===== config.mk =====
export PLATFORM = sky130hd
export DESIGN_NAME = dram_refresh_seq
export DESIGN_NICKNAME = d
export VERILOG_FILES = /design/src/rtl/dram_refseq_pkg.sv /design/src/rtl/refseq_datapath.sv /design/src/rtl/refseq_ctrl.sv /design/src/rtl/dram_refresh_seq.sv
export SDC_FILE = /design/constraint.sdc
export NUM_CORES = 1
export LEC_CHECK = 0
export BUFFER_PORTS_ARGS = -buffer_cell sky130_fd_sc_hd__buf_2
export CAP_MARGIN = 10
export CORE_MARGIN = 2
export CORE_UTILIZATION = 35
export CTS_CLUSTER_DIAMETER = 200
export DETAILED_ROUTE_END_ITERATION = 10
export HOLD_SLACK_MARGIN = 0.02
export PLACE_DENSITY = 0.51
export SYNTH_ARGS = -nofsm -noshare
export SYNTH_HDL_FRONTEND = slang
export SYNTH_HIERARCHICAL = 1
export SYNTH_SLANG_ARGS = --single-unit

===== constraint.sdc =====
create_clock -name clk -period 2.7 [get_ports clk]
set_input_delay 0.405 -clock clk [delete_from_list [all_inputs] [get_ports clk]]
set_output_delay 0.405 -clock clk [all_outputs]
set_load 0.05 [all_outputs]

===== src/rtl/dram_refseq_pkg.sv =====
package dram_refseq_pkg;

  typedef enum logic [2:0] {
    ST_PAUSE,
    ST_IDLE,
    ST_WAIT,
    ST_LEAD,
    ST_ACT,
    ST_PRE
  } seqState_t;

  // control -> datapath
  typedef struct packed {
    logic pauseRun;
    logic cycleDone;
    logic reinit;
    logic rowStep;
  } seqStrobe_t;

  // datapath -> control
  typedef struct packed {
    logic pauseDone;
    logic needCycle;
    logic staleHit;
  } seqStatus_t;

endpackage


===== src/rtl/refseq_datapath.sv =====
module refseq_datapath
  import dram_refseq_pkg::*;
#(
  parameter int ROW_W     = 8,
  parameter int PAUSE_CYC = 40000,
  parameter int INIT_CYC  = 8,
  parameter int REF_PER   = 6250,
  parameter int MAX_PEND  = 8,
  parameter int STALE_LIM = 1600000
) (
  input  logic             clk,
  input  logic             rstN,
  input  seqStrobe_t       strb,
  output seqStatus_t       stat,
  output logic [ROW_W-1:0] rowAddr,
  output logic             doneQ,
  output logic             readyQ
);
  localparam int PA_W = $clog2(PAUSE_CYC + 1);
  localparam int TK_W = $clog2(REF_PER + 1);
  localparam int PN_W = $clog2(MAX_PEND + 1);
  localparam int IN_W = $clog2(INIT_CYC + 1);
  localparam int SL_W = $clog2(STALE_LIM + 1);

  logic [PA_W-1:0] pauseCnt;
  logic [TK_W-1:0] tickCnt;
  logic [PN_W-1:0] pendCnt;
  logic [IN_W-1:0] initCnt;
  logic [SL_W-1:0] staleCnt;
  logic [PN_W:0]   pendSum;
  logic            tickHit;
  logic            consume;

  assign tickHit = readyQ && (tickCnt == TK_W'(REF_PER - 1));
  assign consume = strb.cycleDone && readyQ;

  assign stat.pauseDone = (pauseCnt == PA_W'(PAUSE_CYC - 1));
  assign stat.needCycle = !readyQ || (pendCnt != '0);
  assign stat.staleHit  = readyQ && (staleCnt == SL_W'(STALE_LIM));

  always_comb begin
    pendSum = {1'b0, pendCnt};
    if (tickHit && !consume)      pendSum = pendSum + (PN_W+1)'(1);
    else if (!tickHit && consume) pendSum = pendSum - (PN_W+1)'(1);
    if (pendSum > (PN_W+1)'(MAX_PEND)) pendSum = (PN_W+1)'(MAX_PEND);
  end

  always_ff @(posedge clk or negedge rstN) begin
    if (!rstN) begin
      pauseCnt <= '0;
      tickCnt  <= '0;
      pendCnt  <= '0;
      initCnt  <= '0;
      staleCnt <= '0;
      rowAddr  <= '0;
      doneQ    <= 1'b0;
      readyQ   <= 1'b0;
    end else begin
      pauseCnt <= (strb.pauseRun && !stat.pauseDone) ? pauseCnt + PA_W'(1) : '0;
      doneQ    <= strb.cycleDone;
      if (strb.rowStep) rowAddr <= rowAddr + ROW_W'(1);
      if (strb.reinit) begin
        readyQ   <= 1'b0;
        initCnt  <= '0;
        pendCnt  <= '0;
        tickCnt  <= '0;
        staleCnt <= '0;
      end else begin
        pendCnt  <= pendSum[PN_W-1:0];
        tickCnt  <= readyQ ? (tickHit ? '0 : tickCnt + TK_W'(1)) : '0;
        staleCnt <= (!readyQ || strb.cycleDone) ? '0 :
                    (stat.staleHit ? staleCnt : staleCnt + SL_W'(1));
        if (strb.cycleDone && !readyQ) begin
          initCnt <= initCnt + IN_W'(1);
          if (initCnt == IN_W'(INIT_CYC - 1)) readyQ <= 1'b1;
        end
      end
    end
  end

endmodule


===== src/rtl/refseq_ctrl.sv =====
module refseq_ctrl
  import dram_refseq_pkg::*;
#(
  parameter int T_CSR       = 2,
  parameter int T_RAS       = 8,
  parameter int T_CHR       = 2,
  parameter int T_RP        = 6,
  parameter int ROW_MODE_EN = 1
) (
  input  logic       clk,
  input  logic       rstN,
  input  logic       busGnt,
  input  logic       rasOnlyMode,
  input  seqStatus_t stat,
  output seqStrobe_t strb,
  output logic       busReq,
  output logic       rasN,
  output logic       casN,
  output logic       addrOe
);
  localparam int PH_MAX = (T_RAS > T_RP) ? ((T_RAS > T_CSR) ? T_RAS : T_CSR)
                                         : ((T_RP > T_CSR) ? T_RP : T_CSR);
  localparam int PH_W = $clog2(PH_MAX + 1);

  seqState_t       state, stateNext;
  logic [PH_W-1:0] phase;
  logic            modeQ;
  logic            leadEnd, actEnd, preEnd, inStrobe, reinit;

  assign leadEnd  = (state == ST_LEAD) && (phase == PH_W'(T_CSR - 1));
  assign actEnd   = (state == ST_ACT)  && (phase == PH_W'(T_RAS - 1));
  assign preEnd   = (state == ST_PRE)  && (phase == PH_W'(T_RP - 1));
  assign inStrobe = (state == ST_LEAD) || (state == ST_ACT) || (state == ST_PRE);
  assign reinit   = ((state == ST_IDLE) || (state == ST_WAIT)) && stat.staleHit;

  assign strb.pauseRun  = (state == ST_PAUSE);
  assign strb.cycleDone = preEnd;
  assign strb.reinit    = reinit;
  assign strb.rowStep   = preEnd && modeQ;

  always_comb begin
    stateNext = state;
    case (state)
      ST_PAUSE: if (stat.pauseDone) stateNext = ST_IDLE;
      ST_IDLE: begin
        if (reinit)              stateNext = ST_PAUSE;
        else if (stat.needCycle) stateNext = ST_WAIT;
      end
      ST_WAIT: begin
        if (reinit)      stateNext = ST_PAUSE;
        else if (busGnt) stateNext = ST_LEAD;
      end
      ST_LEAD: if (leadEnd) stateNext = ST_ACT;
      ST_ACT:  if (actEnd)  stateNext = ST_PRE;
      ST_PRE:  if (preEnd)  stateNext = ST_IDLE;
      default: stateNext = ST_PAUSE;
    endcase
  end

  always_ff @(posedge clk or negedge rstN) begin
    if (!rstN) begin
      state <= ST_PAUSE;
      phase <= '0;
    end else begin
      state <= stateNext;
      phase <= (inStrobe && !(leadEnd || actEnd || preEnd)) ? phase + PH_W'(1) : '0;
    end
  end

  generate
    if (ROW_MODE_EN != 0) begin : g_rowMode
      always_ff @(posedge clk or negedge rstN) begin
        if (!rstN) modeQ <= 1'b0;
        else if ((state == ST_WAIT) && busGnt && !reinit) modeQ <= rasOnlyMode;
      end
    end else begin : g_cbrOnly
      logic unusedMode;
      assign unusedMode = rasOnlyMode;
      assign modeQ = 1'b0;
    end
  endgenerate

  assign busReq = (state == ST_WAIT) || inStrobe;
  assign rasN   = (state != ST_ACT);
  assign casN   = !(!modeQ && ((state == ST_LEAD) ||
                               ((state == ST_ACT) && (phase < PH_W'(T_CHR)))));
  assign addrOe = modeQ && ((state == ST_LEAD) || (state == ST_ACT));

endmodule


===== src/rtl/dram_refresh_seq.sv =====
module dram_refresh_seq
  import dram_refseq_pkg::*;
#(
  parameter int ROW_W       = 8,
  parameter int PAUSE_CYC   = 40000,
  parameter int INIT_CYC    = 8,
  parameter int REF_PER     = 6250,
  parameter int MAX_PEND    = 8,
  parameter int STALE_LIM   = 1600000,
  parameter int T_CSR       = 2,
  parameter int T_RAS       = 8,
  parameter int T_CHR       = 2,
  parameter int T_RP        = 6,
  parameter int ROW_MODE_EN = 1
) (
  input  logic             clk,
  input  logic             rstN,
  input  logic             rasOnlyMode,
  input  logic             busGnt,
  output logic             busReq,
  output logic             rasN,
  output logic             casN,
  output logic [ROW_W-1:0] addrOut,
  output logic             addrOe,
  output logic             refDone,
  output logic             initDone
);
  seqStrobe_t strb;
  seqStatus_t stat;

  refseq_ctrl #(
    .T_CSR(T_CSR), .T_RAS(T_RAS), .T_CHR(T_CHR), .T_RP(T_RP),
    .ROW_MODE_EN(ROW_MODE_EN)
  ) u_ctrl (
    .clk(clk), .rstN(rstN), .busGnt(busGnt), .rasOnlyMode(rasOnlyMode),
    .stat(stat), .strb(strb), .busReq(busReq), .rasN(rasN), .casN(casN),
    .addrOe(addrOe)
  );

  refseq_datapath #(
    .ROW_W(ROW_W), .PAUSE_CYC(PAUSE_CYC), .INIT_CYC(INIT_CYC),
    .REF_PER(REF_PER), .MAX_PEND(MAX_PEND), .STALE_LIM(STALE_LIM)
  ) u_dp (
    .clk(clk), .rstN(rstN), .strb(strb), .stat(stat), .rowAddr(addrOut),
    .doneQ(refDone), .readyQ(initDone)
  );

endmodule


---- Word-level counts from Yosys, hierarchy flattened ----
Cells that the tools add are included.
storage, ports and cells
  bits of input ports ..................... 4
  word-level logic and storage cells ...... 108
  bits in registers ....................... 76
  output and inout bits ................... 14
operators by class
  reductions and logical operators ........ 41
  equal/unequal tests ..................... 20
  mux-type cells .......................... 26
  add/sub/neg operators ................... 8
  magnitude comparators ................... 2
operators by type and width
  cell                                           number
  2-to-1 mux 21 bit                              3
  2-to-1 mux 13 bit                              3
  2-to-1 mux 3 bit                               8
  adder 21 x 1 -> 21 bit, second input constant  1
  == test 21 bit, second input constant          1
  2-to-1 mux 4 bit                               5
  logical AND 1 bit                              18
  one-hot mux 3 bit (6 select lines)             1
  adder 16 x 1 -> 16 bit, second input constant  1
  == test 16 bit, second input constant          1
  2-to-1 mux 16 bit                              1
  adder 13 x 1 -> 13 bit, second input constant  1
  == test 13 bit, second input constant          1
  == test 4 x 3 -> 1 bit, second input constant  3
  2-to-1 mux 5 bit                               2
  logical OR 1 bit                               9
  != test 3 x 2 -> 1 bit, second input constant  3
  adder 4 x 1 -> 4 bit, second input constant    2
  adder 8 x 1 -> 8 bit, second input constant    1
  logical NOT 1 bit                              8
  == test 3 x 2 -> 1 bit, second input constant  2
  == test 3 bit, second input constant           2
  != test 2 x 1 -> 1 bit, second input constant  3
  AND reduction 6 bit                            1
  other kinds (13)                               16

---- Logic depth before layout (Yosys ltp) ----
Gate-level depths: netlist of run 1.
  depth after elaboration ................. 9
  mapped depth ............................ 11
  mapped depth without buffers ............ 9

---- Modules after synthesis ----
Netlist of run 1, hierarchy kept.
modules (own cells, without submodules)
  module           cells each  area an instance (µm²)  times used
  refseq_datapath  340         3370.7                  1
  refseq_ctrl      63          644.4                   1

---- Least setup slack after synthesis of run 1 ----
No wires, ideal clock.
  kind .................................... register to register
  start point ............................. register u_dp.readyQ
  end point ............................... register u_dp.staleCnt[0]
  cell stages (with the launch flop) ...... 10
  slack ................................... 96 ps
  required time ........................... 2568 ps
  arrival ................................. 2472 ps
  setup time .............................. 132 ps
  path buffers ............................ 3
  cells stage by stage .................... dfrtp_1 -> clkbuf_1 -> nand4_1 -> nor3_1 -> and3_1 -> buf_4 -> inv_1 -> nand3_1 -> clkbuf_1 -> nor2_1
RTL lines
  element                 RTL line               RTL
  start, declared         refseq_datapath.sv:17  output logic readyQ
  start signal, assigned  refseq_datapath.sv:57  readyQ <= 1'b0;
  start signal, assigned  refseq_datapath.sv:63  readyQ <= 1'b0;
  start signal, assigned  refseq_datapath.sv:75  if (initCnt == IN_W'(INIT_CYC - 1)) readyQ <= 1'b1;
  end signal, assigned    refseq_datapath.sv:71  staleCnt <= (!readyQ || strb.cycleDone) ? '0 :
  end, declared           refseq_datapath.sv:29  logic [SL_W-1:0] staleCnt;

---- Worst setup path after layout of run 1 ----
  start point ............................. register u_ctrl.state[2]
  end point ............................... output addrOe
between the ends
  longest elaborated chain between the ends .. 3
RTL lines
  element                                                         RTL line                RTL
  start, declared                                                 refseq_ctrl.sv:25       seqState_t state, stateNext;
  start signal, assigned                                          refseq_ctrl.sv:65       state <= stateNext;
  == test 3 x 2 -> 1 bit / == test 3 bit (equally long branches)  refseq_ctrl.sv:87       assign addrOe = modeQ && ((state == ST_LEAD) || (state == ST_ACT));
  logical OR 1 bit (*)                                            refseq_ctrl.sv:87
  logical AND 1 bit (*)                                           refseq_ctrl.sv:87
  end, declared                                                   dram_refresh_seq.sv:24  output logic addrOe,
Every way passes the cells marked *; elsewhere a longest branch is shown, timed or not.

==> flow_summary.ini, run 1 <==
[run_status]
outcome = completed

[worst_setup_path]
timing.critical_path.arrival_ns = 1.94
cp_max_fo = 7
worst_path_largest_cell_delay_ns = 0.48
critical_path.n_buffers_inverters = 2
crit_required_ns = 2.30
crit_path_cell_trace = buf_4 -> or3b_4 -> a21boi_0 -> buf_2
crit_slowest_cell = sky130_fd_sc_hd__dfrtp_1
worst_setup_path_start_kind = register
critical_path.top_delay_family = buffers and inverters
worstSetupEndpointType = output pin
critical_path_class = reg2out

[clock_network]
cts.sinks = 76
holdBufCountCts = 0
clkSlewWorstSetupHoldPaths_ns = 0.06
root_buffer = sky130_fd_sc_hd__clkbuf_16
postCtsSetupBuffers = 0
cts_tree = done
cts-root-to-sink-buffers = 2
worst_skew_pair.late_latency_ns = 0.34
cts_made_buffers = 9
post_cts_resize_count = 0
h-tree-depth = 3

[synth]
ys_ff_latch = 76
post_synthesis_cell_area_um2 = 4020
syn_inst = 403
postSynth.asyncResetShare_pct = 100
yosys.cell_types.count = 57
sequential_element_share_of_the_synthesized_area_pct = 47.4
count_of_flip_flops_with_a_built_in_enable_after_synthesis = 0
syn-mean-instance-area_um2 = 9.96
synth_fp_nets = 419
ys.flop_type = sky130_fd_sc_hd__dfrtp_1
synth_warnings = 6

[timing]
setup_viol_count_final = 0
slew_violations = 0
min_period_ns = 2.35
finalHoldViolCount = 0
clock.fmax_mhz = 426
slew_at_the_pin_closest_to_its_max_slew_limit_ns = 0.518
rel_slew_slack_pct = 65.5
fin_setup_tns_ns = 0
min_period_over_period_pct = 87.0
worst_clock_skew_ns = 0.00803
grt_setup_unrepaired = false

[layout]
drive_gt1_share_pct = 13.4
nets = 444
area_growth_syn_to_layout_pct = 14.4
final_antenna_diode_count = 0
stdcell_count = 575
final_area_um2 = 4590
fillCellCount = 1105

[global_route]
track_usage_pct = 13.9
groute.layer.met3.usage_pct = 3.01
first_pass_grt_wire_length_um = 14000
grt_start_max_net_pins = 41
grtUsageMet2_pct = 21.9
overflow = 0
first_global_vias = 2881
globalRoute.busiestLayer = met2
grt_use_met1_pct = 18.6
grt_antenna_before_repair = 0

[route]
route.vias.total = 2885
final_antenna_net_count = 0
drcViolationCount = 0
route.detailed.wl_per_inst_um = 13.7
drt_iter0_markers = 209
routed_wirelength_um = 7890
detail_route.first_pass.iterations = 5
routed_via_density = 5.02

[floorplanning]
initial_utilization_pct = 35.5
fp.coreArea_um2 = 11300
num_rows = 39
io-pin-count = 18
dieHeight_um = 111
die_area_um2 = 12300
fp.dieW_um = 111

[place]
placedCellCount = 560
globalplace.congestion = 0.761
postPlaceCellArea_um2 = 4270
dp.final_hpwl_um = 5390
port_buffer_count = 17

[power_and_ir_drop]
cellInternalPower_mw = 2.23
power.switching_mw = 0.888
power.combinational.fraction_pct = 17.7
worst_ir_drop_vdd_uv = 519
clock_power_share_pct = 41.8
power.density_nw_per_um2 = 680
total_power_mw = 3.12
power_leakage_nw = 1.90
swShare_pct = 28.4
share_seq_of_total_power_pct = 40.4

[job]
maxCapViolations = 0

[hold_path]
hold_path_class = in2async
==> layout make-up <==
cell class | instances | area, um^2 | area share (%)
clock buffer | 11 | 253 | 5.50
sequential | 76 | 1900 | 41.4
inverter | 14 | 52.6 | 1.14
multi-input combinational | 299 | 1970 | 42.8
tap | 143 | 179 | 3.89
timing repair buffer | 28 | 170 | 3.70
clock inverter | 4 | 72.6 | 1.58
==> per-layer routing <==
| metal | wire, um | up-vias |
|---|---|---|
| met5 | 0 | - |
| met3 | 224 | 10 |
| li1 | - | 1440 |
| met4 | 136 | 0 |
| met1 | 3840 | 1401 |
| met2 | 3690 | 34 |
==> cell usage after synthesis (4+ instances only) <==
master	count	area, um^2
sky130_fd_sc_hd__nand3_1	28	140
sky130_fd_sc_hd__xor2_1	28	245
sky130_fd_sc_hd__dfrtp_1	76	1900
sky130_fd_sc_hd__xnor2_1	27	236
sky130_fd_sc_hd__and3_1	4	25.0
sky130_fd_sc_hd__and4_1	5	43.8
sky130_fd_sc_hd__nand4_1	13	81.3
sky130_fd_sc_hd__inv_1	14	52.6
sky130_fd_sc_hd__nor3_1	9	45.0
sky130_fd_sc_hd__nand2_1	28	105
sky130_fd_sc_hd__buf_6	4	45.0
sky130_fd_sc_hd__clkbuf_1	6	22.5
sky130_fd_sc_hd__nor4b_1	4	35.0
sky130_fd_sc_hd__ha_1	12	150
sky130_fd_sc_hd__o21ai_0	9	45.0
sky130_fd_sc_hd__nor2_1	60	225
sky130_fd_sc_hd__or3_1	7	43.8
sky130_fd_sc_hd__and2_1	4	25.0
sky130_fd_sc_hd__a21oi_1	12	60.1
sky130_fd_sc_hd__nor4_1	4	25.0
==> registers in the layout (all words and copies together), names as in the netlist <==
signal / cells
u_dp/doneQ: 1
u_dp/staleCnt: 21
u_dp/rowAddr: 8
u_ctrl/state: 3
u_dp/pendCnt: 4
u_dp/readyQ: 1
u_dp/pauseCnt: 16
u_dp/initCnt: 4
u_ctrl/phase: 4
u_ctrl/modeQ: 1
u_dp/tickCnt: 13
==> worst reg2reg max path, cell delays in order, from the launching register on <==
cell and delay (ns):
sky130_fd_sc_hd__dfrtp_1 0.40, sky130_fd_sc_hd__inv_1 0.06, sky130_fd_sc_hd__ha_1 0.17, sky130_fd_sc_hd__nand2b_1 0.23, sky130_fd_sc_hd__nor4_2 0.07, sky130_fd_sc_hd__buf_4 0.18
sky130_fd_sc_hd__and2_1 0.22, sky130_fd_sc_hd__or3_1 0.37, sky130_fd_sc_hd__a21o_2 0.23, sky130_fd_sc_hd__nand4_1 0.16, sky130_fd_sc_hd__nor2_1 0.08
==> metrics by stage <==
step | utilization (%) | worst slack (ns) | hold slack, ns
finish | 40.6 | 0.351 | 0.0471
detailed placement | 37.7 | 0.425 | 0.420
global route | 40.6 | 0.155 | 0.0879
floorplan | - | 0.0963 | 0.109
global placement | 37.7 | 0.449 | 0.417
CTS | 40.6 | 0.363 | 0.0597
==> final timing paths <==
path,from,endpoint,slack [ns],depth (start not counted)
max in group asynchronous,rstN,u_dp/initCnt[2]$_DFFE_PN0P_,1.98,2
min,rstN,u_dp/pauseCnt[15]$_DFF_PN0_,0.05,1
min reg2reg,u_dp/pauseCnt[0]$_DFF_PN0_,u_dp/pauseCnt[0]$_DFF_PN0_,0.45,1
min in group clk,rasOnlyMode,u_ctrl/modeQ$_DFFE_PN0P_,0.29,2
max,u_ctrl/state[2]$_DFFE_PN0P_,addrOe,0.35,4
max reg2reg,u_ctrl/phase[1]$_DFF_PN0_,u_dp/pendCnt[0]$_DFF_PN0_,0.42,10
==> layout by cell type, fill, tap and decap left out, types with 2 or more instances in the layout <==
cell and n:
sky130_fd_sc_hd__bufinv_16 2, sky130_fd_sc_hd__clkbuf_16 9, sky130_fd_sc_hd__buf_2 16, sky130_fd_sc_hd__nand4_1 13
sky130_fd_sc_hd__mux2i_1 3, sky130_fd_sc_hd__and4_1 5, sky130_fd_sc_hd__a21oi_1 12, sky130_fd_sc_hd__nor4_1 4
sky130_fd_sc_hd__and2_1 4, sky130_fd_sc_hd__nor4b_1 4, sky130_fd_sc_hd__nor3b_1 2, sky130_fd_sc_hd__clkbuf_8 2
sky130_fd_sc_hd__a21boi_0 2, sky130_fd_sc_hd__inv_1 14, sky130_fd_sc_hd__and3_1 4, sky130_fd_sc_hd__nand2_1 28
sky130_fd_sc_hd__nand2b_1 3, sky130_fd_sc_hd__or3_1 7, sky130_fd_sc_hd__o21ai_1 2, sky130_fd_sc_hd__dfrtp_1 76
sky130_fd_sc_hd__buf_4 12, sky130_fd_sc_hd__o21ai_0 9, sky130_fd_sc_hd__ha_1 12, sky130_fd_sc_hd__nor4_2 2
sky130_fd_sc_hd__or4bb_1 2, sky130_fd_sc_hd__nor3_1 9, sky130_fd_sc_hd__nand3_1 28, sky130_fd_sc_hd__xnor2_1 27
sky130_fd_sc_hd__xor2_1 28, sky130_fd_sc_hd__o211ai_1 2, sky130_fd_sc_hd__nor2_1 60
==> power by group through the flow <==
stage	combinational (mW)	sequential [mW]	clock [mW]
after floorplan	0.450	1.25	0
after global routing	0.609	1.28	1.39
after detailed placement	0.558	1.28	0
final	0.554	1.26	1.31
after global placement	0.559	1.28	0
after CTS	0.560	1.26	1.34
==> logic make-up after synthesis <==
group / after synthesis / share of synthesized area (%)
AOI/OAI and AO/OA: 38 / 6.42
xor gates and xnor gates: 56 / 12.4
adders and majority gates: 12 / 3.74
buffers and inverters: 28 / 3.68
DFF: 76 / 47.4
muxes: 6 / 1.68
and+or+nand+nor: 187 / 24.7
Power figures use the tool's default switching activity.
==> inputs of run 2 (changes only) <==
- BUFFER_PORTS_ARGS: -buffer_cell sky130_fd_sc_hd__buf_2 -> -buffer_cell sky130_fd_sc_hd__clkbuf_2
==> run 2 against run 1 <==
  * Fmax grew 1.2%
  * Count of clock-buffer cells in the layout rose by 1
  * Cell count unchanged
  * Worst setup slack gained 0.027 ns
  * Register-to-register slack about the same
  * Critical path type unchanged
  * Critical endpoint unchanged
==> flow_summary.ini, run 2 (synthesis results as in run 1) <==
[run_status]
outcome = completed

[clock_network]
worst_skew_pair.late_latency_ns = 0.33
root_buffer = sky130_fd_sc_hd__clkbuf_16
post_cts_resize_count = 0
clkSlewWorstSetupHoldPaths_ns = 0.06
cts-root-to-sink-buffers = 2
h-tree-depth = 3
cts_made_buffers = 9
holdBufCountCts = 0
cts.sinks = 76
postCtsSetupBuffers = 0
cts_tree = done

[layout]
area_growth_syn_to_layout_pct = 14.0
largestRegisters = u_dp/staleCnt (21), u_dp/pauseCnt (16), u_dp/tickCnt (13)
fillCellCount = 1101
final_common_cell = sky130_fd_sc_hd__dfrtp_1
largest_register_ffs = 21
final_antenna_diode_count = 0
max_flop_register = u_dp/staleCnt
drive_gt1_share_pct = 13.2
most-common-layout-cells = sky130_fd_sc_hd__dfrtp_1 (76), sky130_fd_sc_hd__nor2_1 (60), sky130_fd_sc_hd__nand2_1 (28), sky130_fd_sc_hd__xor2_1 (28), sky130_fd_sc_hd__nand3_1 (28)
nets = 443
finish.utilization_pct = 40.4
final_area_um2 = 4580

[power_and_ir_drop]
worst_ir_drop_vdd_uv = 493
power.density_nw_per_um2 = 659
power_leakage_nw = 1.89

[place]
postPlaceCellArea_um2 = 4270
port_buffer_count = 17
globalplace.congestion = 0.773
dp.final_hpwl_um = 5230

[floorplanning]
die_area_um2 = 12300
initial_utilization_pct = 35.5
fp.dieW_um = 111
dieHeight_um = 111
io-pin-count = 18
fp.coreArea_um2 = 11300
num_rows = 39

[timing]
slew_violations = 0
worst_clock_skew_ns = 0.00793
finalHoldViolCount = 0
min_period_over_period_pct = 86.0
slew_at_the_pin_closest_to_its_max_slew_limit_ns = 0.638
rel_slew_slack_pct = 57.5
hold_slack_ns = 0.107
grt_setup_unrepaired = false
setup_viol_count_final = 0
clock.fmax_mhz = 431
min_period_ns = 2.32
fin_setup_tns_ns = 0

[worst_setup_path]
worstSetupEndpointType = output pin
ff2ff_path_depth = 7
worst_path_largest_cell_delay_ns = 0.46
reg2reg_capture_point = u_dp/pendCnt[1]$_DFF_PN0_
crit_path_cell_trace = buf_4 -> or3b_4 -> a21boi_0 -> clkbuf_2
setup_slack_of_the_most_critical_reg_to_reg_path_ns = 0.42
crit_slowest_cell = sky130_fd_sc_hd__dfrtp_1
crit_end = addrOe
cp_max_fo = 9
worst_setup_path_start_kind = register
worstSetupStartpoint = u_ctrl/state[1]$_DFFE_PN0P_
timing.rr.start = u_dp/tickCnt[1]$_DFF_PN0_
timing.critical_path.arrival_ns = 1.92
critical_path_class = reg2out
crit_required_ns = 2.30

[route]
drt_iter0_markers = 211
route.vias.total = 2904
routed_via_density = 5.05
final_antenna_net_count = 0
routed_wirelength_um = 7730
route.detailed.wl_per_inst_um = 13.4
detail_route.first_pass.iterations = 4
drcViolationCount = 0

[global_route]
grt_start_max_net_pins = 50
overflow = 0
grt_antenna_before_repair = 0
first_global_vias = 2808
first_pass_grt_wire_length_um = 13600
track_usage_pct = 13.4

[job]
maxCapViolations = 0

[hold_path]
hold_path_class = in2async
## run 2: cell types whose count changed in the layout (fill, tap and decap cells not counted)
cell,previous run,this run
sky130_fd_sc_hd__buf_2,16,0
sky130_fd_sc_hd__buf_4,12,10
sky130_fd_sc_hd__clkbuf_2,0,16
sky130_fd_sc_hd__clkinv_2,1,2
sky130_fd_sc_hd__bufinv_16,2,1
sky130_fd_sc_hd__clkbuf_1,0,1
sky130_fd_sc_hd__buf_12,0,1
## run 2: worst min path at each step
stage / to / start / cells past startpoint / slack, ns
after detailed placement: u_dp/pauseCnt[0]$_DFF_PN0_ / u_dp/pauseCnt[0]$_DFF_PN0_ / 1 / 0.45
after global placement: u_dp/pauseCnt[0]$_DFF_PN0_ / u_dp/pauseCnt[0]$_DFF_PN0_ / 1 / 0.44
after CTS: u_ctrl/phase[0]$_DFF_PN0_ / rstN / 1 / 0.13
after floorplan: u_ctrl/modeQ$_DFFE_PN0P_ / rstN / 0 / 0.11
final: u_ctrl/phase[3]$_DFF_PN0_ / rstN / 1 / 0.11
after global routing: u_ctrl/phase[3]$_DFF_PN0_ / rstN / 1 / 0.16
## run 2: final cells by class
class | instances | area, um^2 | area share, %
multi-input combinational | 299 | 1970 | 42.9
clock inverter | 4 | 47.5 | 1.04
sequential | 76 | 1900 | 41.5
clock buffer | 12 | 256 | 5.60
timing repair buffer | 27 | 175 | 3.83
inverter | 14 | 52.6 | 1.15
tap | 143 | 179 | 3.91
## run 2: where the power goes
part	switching, mW	internal [mW]
registers	0.0748	1.19
logic	0.359	0.188
clock network	0.445	0.763
## run 2: routing by layer
layer | GRT usage (%) | vias to the layer above | wire length (um)
met5 | 0 | - | 0
met4 | 5.93 | 0 | 132
met3 | 2.57 | 11 | 206
met2 | 20.6 | 30 | 3520
met1 | 18.5 | 1423 | 3870
li1 | - | 1440 | -
## run 2: stage by stage
| stage | setup slack [ns] | cells | power [mW] |
|---|---|---|---|
| after floorplan | 0.0963 | 403 | 1.70 |
| after global placement | 0.453 | 559 | 1.84 |
| after detailed placement | 0.448 | 559 | 1.84 |
| after CTS | 0.361 | 575 | 3.07 |
| after global routing | 0.202 | 575 | 3.18 |
| final | 0.378 | 575 | 3.02 |
## run 2: critical path, delay by kind of cell (launching register included)
kind            cells  cell delay, ns
flops               1            0.46
compound gates      1            0.21
simple gates        1            0.40
buf+inv             2            0.52
